===== config.mk =====
export PLATFORM = sky130hd
export DESIGN_NAME = fault_status_log
export DESIGN_NICKNAME = d
export VERILOG_FILES = /design/src/rtl/fault_log_pkg.sv /design/src/rtl/fault_status_ctrl.sv /design/src/rtl/fault_status_dp.sv /design/src/rtl/fault_status_log.sv
export SDC_FILE = /design/constraint.sdc
export NUM_CORES = 1
export LEC_CHECK = 0
export BUFFER_PORTS_ARGS = -buffer_cell sky130_fd_sc_hd__buf_2
export CORE_ASPECT_RATIO = 1.5
export CORE_MARGIN = 5
export CORE_UTILIZATION = 44
export CTS_CLUSTER_SIZE = 10
export DETAILED_ROUTE_END_ITERATION = 7
export GPL_ROUTABILITY_DRIVEN = 0
export GPL_TIMING_DRIVEN = 0
export PLACE_DENSITY = 0.92
export SLEW_MARGIN = 20
export SYNTH_ARGS = -nofsm -noshare
export SYNTH_HDL_FRONTEND = slang
export SYNTH_SLANG_ARGS = --single-unit

===== constraint.sdc =====
create_clock -name clk -period 4.3 [get_ports clk]
set_clock_uncertainty 0.05 [all_clocks]
set_input_delay 0.86 -clock clk [delete_from_list [all_inputs] [get_ports clk]]
set_output_delay 0.86 -clock clk [all_outputs]
set_load 0.02 [all_outputs]

===== src/rtl/fault_log_pkg.sv =====
package fault_log_pkg;
  localparam int NUM_TYPES = 19;
  localparam int NUM_HC    = 5;   // hardware-corrected types 0..4
  localparam int NUM_SC    = 1;   // software-correctable type 5
  localparam int NUM_UC    = 6;   // uncorrectable types 6..11
  localparam int NUM_ECC   = NUM_HC + NUM_SC + NUM_UC;
  localparam int REG_W     = 64;
  localparam int STAT_LSB  = 33;
  localparam int PRIV_BIT  = 52;
  localparam int MULTI_BIT = 53;
  localparam int DSYN_W    = 9;
  localparam int TSYN_W    = 4;
  localparam int TSYN_LSB  = 16;
  localparam int IDX_W     = $clog2(NUM_TYPES);

  typedef logic [NUM_TYPES-1:0] typeVec_t;

  typedef struct packed {
    typeVec_t setMask;
    typeVec_t clrMask;
    logic     multiSet;
    logic     multiClr;
    logic     privLoad;
    logic     privClr;
    logic     captureEn;
  } strobe_t;

  function automatic typeVec_t spanMask(int lo, int hi);
    typeVec_t m;
    m = '0;
    for (int i = 0; i < NUM_TYPES; i++) begin
      if (i >= lo && i <= hi) m[i] = 1'b1;
    end
    return m;
  endfunction
endpackage


===== src/rtl/fault_status_ctrl.sv =====
module fault_status_ctrl
  import fault_log_pkg::*;
#(
  parameter int TXN_W = 4,
  parameter int SUB_W = 2
) (
  input  logic                 clk,
  input  logic                 rst,
  input  typeVec_t             evtValid,
  input  logic [TXN_W-1:0]     evtTxn,
  input  logic [SUB_W-1:0]     evtSub,
  input  logic                 wrEn,
  input  logic [REG_W-1:0]     wrData,
  input  typeVec_t             statusIn,
  output strobe_t              strb
);
  localparam typeVec_t ECC_MASK   = spanMask(0, NUM_ECC - 1);
  localparam typeVec_t MULTI_MASK = spanMask(NUM_HC, NUM_ECC - 1);
  localparam logic [REG_W-1:0] USED_WR =
    ({{(REG_W-NUM_TYPES){1'b0}}, {NUM_TYPES{1'b1}}} << STAT_LSB)
    | (REG_W'(1) << PRIV_BIT) | (REG_W'(1) << MULTI_BIT);

  logic             eccSeen;
  logic [TXN_W-1:0] lastTxn;
  logic [SUB_W-1:0] lastSub;
  logic             heldValid;
  logic [IDX_W-1:0] heldIdx;

  logic             evtHasEcc, dropEcc, heldLive;
  typeVec_t         accMask, clrMask;
  logic [IDX_W-1:0] topIdx;
  logic             unusedWr;

  assign unusedWr  = ^(wrData & ~USED_WR);
  assign clrMask   = wrEn ? wrData[STAT_LSB +: NUM_TYPES] : '0;
  assign evtHasEcc = |(evtValid & ECC_MASK);
  assign dropEcc   = evtHasEcc && eccSeen && (evtTxn == lastTxn) && (evtSub != lastSub);
  assign accMask   = dropEcc ? (evtValid & ~ECC_MASK) : evtValid;
  assign heldLive  = heldValid && !clrMask[heldIdx];

  always_comb begin
    topIdx = '0;
    for (int i = 0; i < NUM_TYPES; i++) begin
      if (accMask[i]) topIdx = IDX_W'(i);
    end
  end

  always_comb begin
    strb.setMask   = accMask;
    strb.clrMask   = clrMask;
    strb.multiSet  = |(accMask & statusIn & MULTI_MASK);
    strb.multiClr  = wrEn && wrData[MULTI_BIT];
    strb.privLoad  = |accMask;
    strb.privClr   = wrEn && wrData[PRIV_BIT];
    strb.captureEn = (|accMask) && (!heldLive || (topIdx > heldIdx));
  end

  always_ff @(posedge clk) begin
    if (rst) begin
      eccSeen   <= 1'b0;
      lastTxn   <= '0;
      lastSub   <= '0;
      heldValid <= 1'b0;
      heldIdx   <= '0;
    end else begin
      if (evtHasEcc && !dropEcc) begin
        eccSeen <= 1'b1;
        lastTxn <= evtTxn;
        lastSub <= evtSub;
      end
      if (strb.captureEn) begin
        heldValid <= 1'b1;
        heldIdx   <= topIdx;
      end else begin
        heldValid <= heldLive;
      end
    end
  end

  AST_HELD_IS_SET: assert property (@(posedge clk) disable iff (rst)
    heldValid |-> statusIn[heldIdx]);
endmodule


===== src/rtl/fault_status_dp.sv =====
module fault_status_dp
  import fault_log_pkg::*;
#(
  parameter int ADDR_W = 40
) (
  input  logic              clk,
  input  logic              rst,
  input  strobe_t           strb,
  input  logic [ADDR_W-1:0] evtAddr,
  input  logic [DSYN_W-1:0] evtDataSyn,
  input  logic [TSYN_W-1:0] evtTagSyn,
  input  logic              evtPriv,
  output typeVec_t          statusOut,
  output logic [REG_W-1:0]  rdData,
  output logic [ADDR_W-1:0] faultAddr,
  output logic              irq
);
  typeVec_t          status;
  logic              multiFlag, privFlag;
  logic [ADDR_W-1:0] addrReg;
  logic [DSYN_W-1:0] dataSyn;
  logic [TSYN_W-1:0] tagSyn;

  always_ff @(posedge clk) begin
    if (rst) begin
      status    <= '0;
      multiFlag <= 1'b0;
      privFlag  <= 1'b0;
      addrReg   <= '0;
      dataSyn   <= '0;
      tagSyn    <= '0;
    end else begin
      status <= (status & ~strb.clrMask) | strb.setMask;
      if (strb.multiSet)      multiFlag <= 1'b1;
      else if (strb.multiClr) multiFlag <= 1'b0;
      if (strb.privLoad)      privFlag <= evtPriv;
      else if (strb.privClr)  privFlag <= 1'b0;
      if (strb.captureEn) begin
        addrReg <= evtAddr;
        dataSyn <= evtDataSyn;
        tagSyn  <= evtTagSyn;
      end
    end
  end

  always_comb begin
    rdData = '0;
    rdData[STAT_LSB +: NUM_TYPES] = status;
    rdData[MULTI_BIT]             = multiFlag;
    rdData[PRIV_BIT]              = privFlag;
    rdData[TSYN_LSB +: TSYN_W]    = tagSyn;
    rdData[DSYN_W-1:0]            = dataSyn;
  end

  assign statusOut = status;
  assign faultAddr = addrReg;
  assign irq       = |status;

  AST_STICKY_HOLD: assert property (@(posedge clk) disable iff (rst)
    !rst |=> ((~status & $past(status) & ~$past(strb.clrMask)) == '0));
  AST_MULTI_ON_EVENT: assert property (@(posedge clk) disable iff (rst)
    $rose(multiFlag) |-> $past(|strb.setMask));
  AST_CAPTURE_HOLD: assert property (@(posedge clk) disable iff (rst)
    (!rst && !strb.captureEn) |=> ($stable(addrReg) && $stable(dataSyn) && $stable(tagSyn)));
endmodule


===== src/rtl/fault_status_log.sv =====
module fault_status_log
  import fault_log_pkg::*;
#(
  parameter int ADDR_W = 40,
  parameter int TXN_W  = 4,
  parameter int SUB_W  = 2
) (
  input  logic                 clk,
  input  logic                 rst,
  input  logic [NUM_TYPES-1:0] evtValid,
  input  logic [ADDR_W-1:0]    evtAddr,
  input  logic [DSYN_W-1:0]    evtDataSyn,
  input  logic [TSYN_W-1:0]    evtTagSyn,
  input  logic                 evtPriv,
  input  logic [TXN_W-1:0]     evtTxn,
  input  logic [SUB_W-1:0]     evtSub,
  input  logic                 wrEn,
  input  logic [REG_W-1:0]     wrData,
  output logic [REG_W-1:0]     rdData,
  output logic [ADDR_W-1:0]    faultAddr,
  output logic                 irq
);
  strobe_t  strb;
  typeVec_t status;

  fault_status_ctrl #(.TXN_W(TXN_W), .SUB_W(SUB_W)) u_ctrl (
    .clk(clk), .rst(rst), .evtValid(evtValid), .evtTxn(evtTxn), .evtSub(evtSub),
    .wrEn(wrEn), .wrData(wrData), .statusIn(status), .strb(strb)
  );

  fault_status_dp #(.ADDR_W(ADDR_W)) u_dp (
    .clk(clk), .rst(rst), .strb(strb), .evtAddr(evtAddr), .evtDataSyn(evtDataSyn),
    .evtTagSyn(evtTagSyn), .evtPriv(evtPriv), .statusOut(status), .rdData(rdData),
    .faultAddr(faultAddr), .irq(irq)
  );
endmodule


==> results.sh, run 1 <==
export IMPL_ys_ff_latch=87
export IMPL_placed_area_sq_um=5310
export IMPL_worstPathMaxFanout=10
export IMPL_worst_slew_pin_slew_ps=683.4
export IMPL_grt_max_degree=14
export IMPL_period_share=0.9291
export IMPL_p_sw_w=0.0006887
export IMPL_rrSetupSlack_ps=600
export IMPL_dp_cells=833
export IMPL_arrival_ps=4200
export IMPL_root_buffer="clkbuf_16"
export IMPL_internal_power_w=0.001614
export IMPL_crit_family="simple AND/OR/NAND/NOR gates"
export IMPL_syn_area_per_cell_sq_um=8.101
export IMPL_final_cell_area_sq_um=5650
export IMPL_crit_chain="buf_2 -> xor2_1 -> o211ai_1 -> nor4_4 -> clkbuf_2 -> nor3_1 -> or2_2 -> ha_1 -> o21a_1 -> o31ai_1 -> a21oi_1 -> nor4b_4 -> buf_4 -> buf_2 -> o21ai_0 -> a21oi_1"
export IMPL_insertion_delay_ps=330
export IMPL_clockBufferDepth=2
export IMPL_synthDistinctLibCells=52
export IMPL_post_cts_buffers=0
export IMPL_ys_async_sr_fraction=0
export IMPL_p_seq_frac=0.402
export IMPL_wire_per_inst_um=16.38
export IMPL_slowest_stage="nor4b_4"
export IMPL_wl_mm=13.91
export IMPL_p_comb_frac=0.244
export IMPL_synth_largest_area_cell="dfxtp_1"
export IMPL_boundaryPins=251
export IMPL_dieArea_sq_um=11590
export IMPL_n_antenna_cell=0
export IMPL_power_w=0.002302
export IMPL_power_leakage_nw=2.742
export IMPL_fin_nets=883
export IMPL_period_needed_ps=3995
export IMPL_required_ps=4510
export IMPL_synth_flop_cell="dfxtp_1"
export IMPL_dr_pass1_iters=5
export IMPL_final_cells=849
export IMPL_yosysSeqAreaShare=0.4166
export IMPL_netlist_instances=516
export IMPL_clkTransAtPathRegs_ps=60
export IMPL_fmax_mhz=250.3
export IMPL_vias=4612
export IMPL_end_kind="register"
export IMPL_grt_pass1_wl_mm=20.87
export IMPL_synth_edf_count=0
export IMPL_synth_area_sq_um=4180
export IMPL_worst_setup_path_type="in -> reg"
export IMPL_hpwlAfterDp_mm=10.71
export IMPL_switching_share=0.2991
export IMPL_cts_hold_buf=0
export IMPL_pwr_share_clk=0.354
export IMPL_core_sq_um=9254
export IMPL_status="complete, no violations"
export IMPL_synth_top_cell_area_share=0.4166
export IMPL_min_path_type="reg -> reg"
export IMPL_rsz0062_at_grt="false"
export IMPL_io_buffer_count=176
export IMPL_p_per_area_nw_per_um2=407.5
export IMPL_die_w_um=89.59
export IMPL_crit_buf_inv=4
export IMPL_tritoncts="done"
export IMPL_final_max_slew_viol_count=0
export IMPL_multi_input_area_sq_um=2095
export IMPL_fp_row_count=43
export IMPL_start_kind="input pin"
export IMPL_grt_usage=0.2281
export IMPL_antenna_found_initial=0
export IMPL_clock_sinks=87
export IMPL_syn_to_final_growth_pct=35.17
export IMPL_fp_dieH_um=129.4
export IMPL_post_drt_via_cell_ratio=5.432
export IMPL_seqCellArea_sq_um=1742
export IMPL_drv_cap=0
export IMPL_start_util=0.4517
export IMPL_cts_buffers_inserted=9
export IMPL_finalSetupViolations=0
export IMPL_nFillCells=859
export IMPL_grt_pass1_vias=4437
export IMPL_post_route_util=0.6106
export IMPL_ys_warn_count=0
export IMPL_synth_area_leaders="dfxtp_1, a21oi_1, o21ai_0"
export IMPL_drc=0
export IMPL_critPathMaxStageDelay_ps=450
export IMPL_drt_iter0_drc=193
export IMPL_cts_htree_levels=3
export IMPL_slew_headroom=0.5409
export IMPL_overflow=0
export IMPL_hold_viol=0
export IMPL_ant_nets=0
export IMPL_ir_drop_mv=0.2859
export IMPL_drive_gt1_frac=0.3351
[state kept, by name, indices dropped and copies added (netlist names), 2 cells and up]
signal	count
u_dp.statusOut	19
u_ctrl.lastSub	2
u_dp.tagSyn	4
u_dp.dataSyn	9
u_dp.faultAddr	40
u_ctrl.lastTxn	4
u_ctrl.heldIdx	5
[area by class of cell]
class,count,share of cell area
Buffer,71,0.07861
Clock buffer,13,0.04252
Clock inverter,3,0.01196
Inverter,11,0.007307
Multi-Input combinational cell,376,0.3707
Sequential cell,87,0.3082
Tap cell,112,0.02480
Timing Repair Buffer,176,0.1559
[power by group through the flow]
| stage | Clock [W] | Sequential, W | Combinational (W) |
|---|---|---|---|
| floorplan | 0 | 0.00102 | 0.000279 |
| global placement | 0 | 0.000937 | 0.000542 |
| detailed placement | 0 | 0.000940 | 0.000551 |
| CTS | 0.000830 | 0.000923 | 0.000558 |
| global route | 0.000861 | 0.000932 | 0.000614 |
| finish | 0.000816 | 0.000925 | 0.000561 |
[worst reg2reg max path, cell delays in order, from the launching register on]
cell and delay [ps]:
dfxtp_1 340, xor2_1 170, o211ai_1 150, nor4_4 300, clkbuf_2 300, nor3_1 110
or2_2 310, ha_1 310, o21a_1 190, o31ai_1 60, a21oi_1 170, nor4b_4 450
buf_4 240, buf_2 210, o21ai_0 100, a21oi_1 160
[synth_stat cells, drive strengths merged, types with 2 or more instances]
library cell   n
nor3           5
buf           46
o211ai         3
xor2           5
o41ai          2
nand2b         2
mux2           3
inv           11
dfxtp         87
o21ai         62
nand4          2
o31ai          5
nor4          11
mux4           2
nor2          36
clkbuf        25
nand2         32
o2111ai        2
a21oi         71
a22oi         15
ha             5
nor2b          3
nand3         57
a211oi         4
[cell usage in the layout (no fill, tap or decap), types with 3 or more instances in the layout]
cell type    n
a211oi_1     4
a21oi_1     71
a22oi_1     15
buf_2      181
buf_4       33
buf_6        6
clkbuf_1    27
clkbuf_16    9
conb_1      30
dfxtp_1     87
ha_1         5
inv_1       10
mux2_2       3
nand2_1     32
nand3_1     57
nor2_1      36
nor2b_1      3
nor3_1       5
nor4_1       9
o211ai_1     3
o21ai_0     60
o31ai_1      5
xor2_1       5
[cell families after synthesis]
logic type | count (synthesis) | synth area share
and+or+nand+nor | 155 | 0.1790
DFF | 87 | 0.4166
muxes | 6 | 0.02125
other | 1 | 0.0008971
AOI/OAI and AO/OA | 174 | 0.2389
adders and majority gates | 5 | 0.01497
buffers and inverters | 82 | 0.1158
xor gates and xnor gates | 6 | 0.01257
[metal layers]
layer  global-route usage  part of all wire  vias up  wire length, um
li1                     -                 -     2223                -
met1               0.2428              0.36     2111             5026
met2               0.4138              0.51      248             7097
met3              0.06552              0.11       30             1464
met4              0.08589             0.023        0              318
met5                    0                 0        -                0
[final timing paths]
check	start	end	cells past startpoint
worst max register to register	u_ctrl.lastSub[1]$_SDFFE_PP0P_	u_dp.faultAddr[29]$_SDFFE_PP0P_	15
worst min-delay path	u_dp.faultAddr[17]$_SDFFE_PP0P_	u_dp.faultAddr[17]$_SDFFE_PP0P_	2
worst min register to register	u_dp.faultAddr[17]$_SDFFE_PP0P_	u_dp.faultAddr[17]$_SDFFE_PP0P_	2
worst max-delay path	evtSub[0]	u_dp.faultAddr[29]$_SDFFE_PP0P_	16
[timing repair]
item | in CTS | in global routing
hold endpoints to repair | 0 | 0
pin swaps | 0 | 0
endpoints found under the setup margin | 58 | 51
gates resized for setup | 3 | 3
gates cloned | 0 | 0
[metrics by stage]
stage          hold slack, ps  setup WS (ps)  setup TNS, ps
4_1_cts                 422.3          86.26              0
5_1_grt                 441.7          63.17              0
6_report                419.2          304.8              0
3_5_place_dp            413.8         -786.2         -38460
2_1_floorplan           390.6          390.6              0
3_3_place_gp            407.4         -704.5         -35300
Power figures use the tool's default switching activity.
==> run 2, diff against run 1 <==
Settings changed: ABC_AREA set to 1, CORE_UTILIZATION 44 to 43, PLACE_DENSITY 0.92 to 0.91.
==> run 2 against run 1 <==
Final area decreased by 1.9%. Register-to-register slack improved by 190 ps. Highest routed layer unchanged. Maximum frequency increased by 4.1%. Area after synthesis decreased by 3.0%. Cell count increased by 7.8%. Largest power group unchanged.
==> results.sh, run 2 <==
export IMPL_min_path_type="reg -> reg"
export IMPL_nFillCells=865
export IMPL_dp_cells=897
export IMPL_ys_async_sr_fraction=0
export IMPL_fp_dieH_um=129.0
export IMPL_ir_drop_mv=0.2871
export IMPL_netlist_instances=579
export IMPL_p_per_area_nw_per_um2=431.4
export IMPL_synth_flop_cell="dfxtp_1"
export IMPL_synthDistinctLibCells=30
export IMPL_antenna_found_initial=0
export IMPL_synth_area_leaders="dfxtp_1, nor2_1, nand2_1"
export IMPL_yosysSeqAreaShare=0.4294
export IMPL_finalSetupViolations=0
export IMPL_worst_setup_path_type="in -> reg"
export IMPL_wire_per_inst_um=13.78
export IMPL_synth_area_sq_um=4056
export IMPL_root_buffer="clkbuf_16"
export IMPL_final_cell_area_sq_um=5542
export IMPL_fmax_mhz=260.5
export IMPL_period_share=0.8926
export IMPL_clock_sinks=87
export IMPL_crit_top_cell="nand2_1"
export IMPL_cts_htree_levels=3
export IMPL_worst_slew_pin_slew_ps=662.2
export IMPL_drc=0
export IMPL_dr_pass1_iters=4
export IMPL_cts_buffers_inserted=9
export IMPL_ys_warn_count=0
export IMPL_vias=4424
export IMPL_start_util=0.4383
export IMPL_io_buffer_count=177
export IMPL_synth_top_cell_area_share=0.4294
export IMPL_post_drt_via_cell_ratio=4.835
export IMPL_drt_iter0_drc=181
export IMPL_syn_to_final_growth_pct=36.61
export IMPL_arrival_ps=4040
export IMPL_fin_nets=949
export IMPL_wl_mm=12.61
export IMPL_grt_pass1_vias=4252
export IMPL_placed_area_sq_um=5191
export IMPL_period_needed_ps=3838
export IMPL_rrSetupSlack_ps=790
export IMPL_hold_viol=0
export IMPL_slowest_stage="inv_2"
export IMPL_core_sq_um=9254
export IMPL_power_leakage_nw=3.063
export IMPL_ant_nets=0
export IMPL_drive_gt1_frac=0.3076
export IMPL_die_w_um=89.31
export IMPL_clkTransAtPathRegs_ps=60
export IMPL_status="complete, no violations"
export IMPL_grt_max_degree=16
export IMPL_worstPathMaxFanout=10
export IMPL_final_max_slew_viol_count=0
export IMPL_dieArea_sq_um=11520
export IMPL_yosysMostFrequentCell="nor2_1"
export IMPL_end_kind="register"
export IMPL_final_cells=915
export IMPL_r2r_cells=34
export IMPL_synth_commonest_cells="nor2_1, nand2_1, dfxtp_1"
export IMPL_boundaryPins=251
export IMPL_grt_usage=0.2132
export IMPL_largest_reg_flops=40
export IMPL_overflow=0
export IMPL_hpwlAfterDp_mm=10.01
export IMPL_synth_largest_area_cell="dfxtp_1"
export IMPL_slew_headroom=0.5545
export IMPL_insertion_delay_ps=330
export IMPL_critPathMaxStageDelay_ps=230
export IMPL_tritoncts="done"
export IMPL_clockBufferDepth=2
export IMPL_start_kind="input pin"
export IMPL_drv_cap=0
export IMPL_n_antenna_cell=0
export IMPL_grt_pass1_wl_mm=19.29
export IMPL_whs_path_depth=2
export IMPL_ys_ff_latch=87
export IMPL_final_common_cell="buf_2"
export IMPL_mostFrequentLayoutCells="buf_2, nor2_1, nand2_1, dfxtp_1, o21ai_0"
export IMPL_cts_hold_buf=0
export IMPL_fp_row_count=43
export IMPL_synth_edf_count=0
export IMPL_syn_area_per_cell_sq_um=7.006
export IMPL_required_ps=4510
## run 2: path summary, 6_finish.rpt
path	from	end
setup / recovery	evtValid[9]	u_dp.dataSyn[7]$_SDFFE_PP0P_
hold / removal	u_ctrl.lastTxn[2]$_SDFFE_PP0P_	u_ctrl.lastTxn[2]$_SDFFE_PP0P_
setup reg to reg	u_ctrl.lastTxn[1]$_SDFFE_PP0P_	u_ctrl.heldIdx[2]$_SDFFE_PP0P_
hold reg to reg	u_ctrl.lastTxn[2]$_SDFFE_PP0P_	u_ctrl.lastTxn[2]$_SDFFE_PP0P_
## run 2: worst max-delay path: cells and delay by family
kind                       cells  cell delay (ps)
adders and majority gates      1              210
buffers and inverters          5              740
AOI/OAI and AO/OA              3              260
and+or+nand+nor               27             1950
## run 2: per-stage QoR
step | worst slack, ps | util | power, W | hold slack (ps) | setup TNS [ps]
2_1_floorplan | 840.4 | - | 0.001343 | 386.4 | 0
3_3_place_gp | 189.8 | 0.5610 | 0.001535 | 395.1 | 0
3_5_place_dp | 96.62 | 0.5610 | 0.001549 | 407.1 | 0
4_1_cts | 398.9 | 0.5969 | 0.002407 | 415.9 | 0
5_1_grt | -17.84 | 0.5988 | 0.002514 | 439.3 | -36.47
6_report | 461.8 | 0.5988 | 0.002391 | 416.7 | 0
## run 2: layer usage
layer	wire, um	vias up	track usage
met1	4599	1965	0.2251
met3	1025	32	0.05573
met2	6561	189	0.3873
met5	0	-	0
met4	427	0	0.09202
li1	-	2238	-
## run 2: cell type report
| type | instances | area, sq um | area share |
|---|---|---|---|
| Sequential cell | 87 | 1742 | 0.3143 |
| Buffer | 57 | 392.9 | 0.07090 |
| Timing Repair Buffer | 179 | 900.9 | 0.1626 |
| Inverter | 45 | 168.9 | 0.03048 |
| Tap cell | 112 | 140.1 | 0.02529 |
| Multi-Input combinational cell | 419 | 1864 | 0.3364 |
| Clock inverter | 6 | 93.84 | 0.01693 |
| Clock buffer | 10 | 239.0 | 0.04312 |
## run 2: cell families (layout without fill, tap and decap cells)
logic type	after synthesis	count (layout)	synth area share
and+or+nand+nor	266	266	0.2628
AOI/OAI and AO/OA	118	118	0.1536
buffers and inverters	102	297	0.1379
DFF	87	87	0.4294
adders and majority gates	5	5	0.01542
other	1	30	0.0009245
## run 2: timing repair
item | 4_1_cts | 5_1_grt
setup buffers | 0 | 2
endpoints found under the setup margin | 0 | 36
gates resized for setup | 0 | 1
## run 2: report_power, final
group	switching, W	internal [W]	total (W)
Clock	0.000328	0.000528	0.000856
Combinational	0.000377	0.000215	0.000592
Sequential	0.0000467	0.000895	0.000942
Total	0.000752	0.00164	0.00239
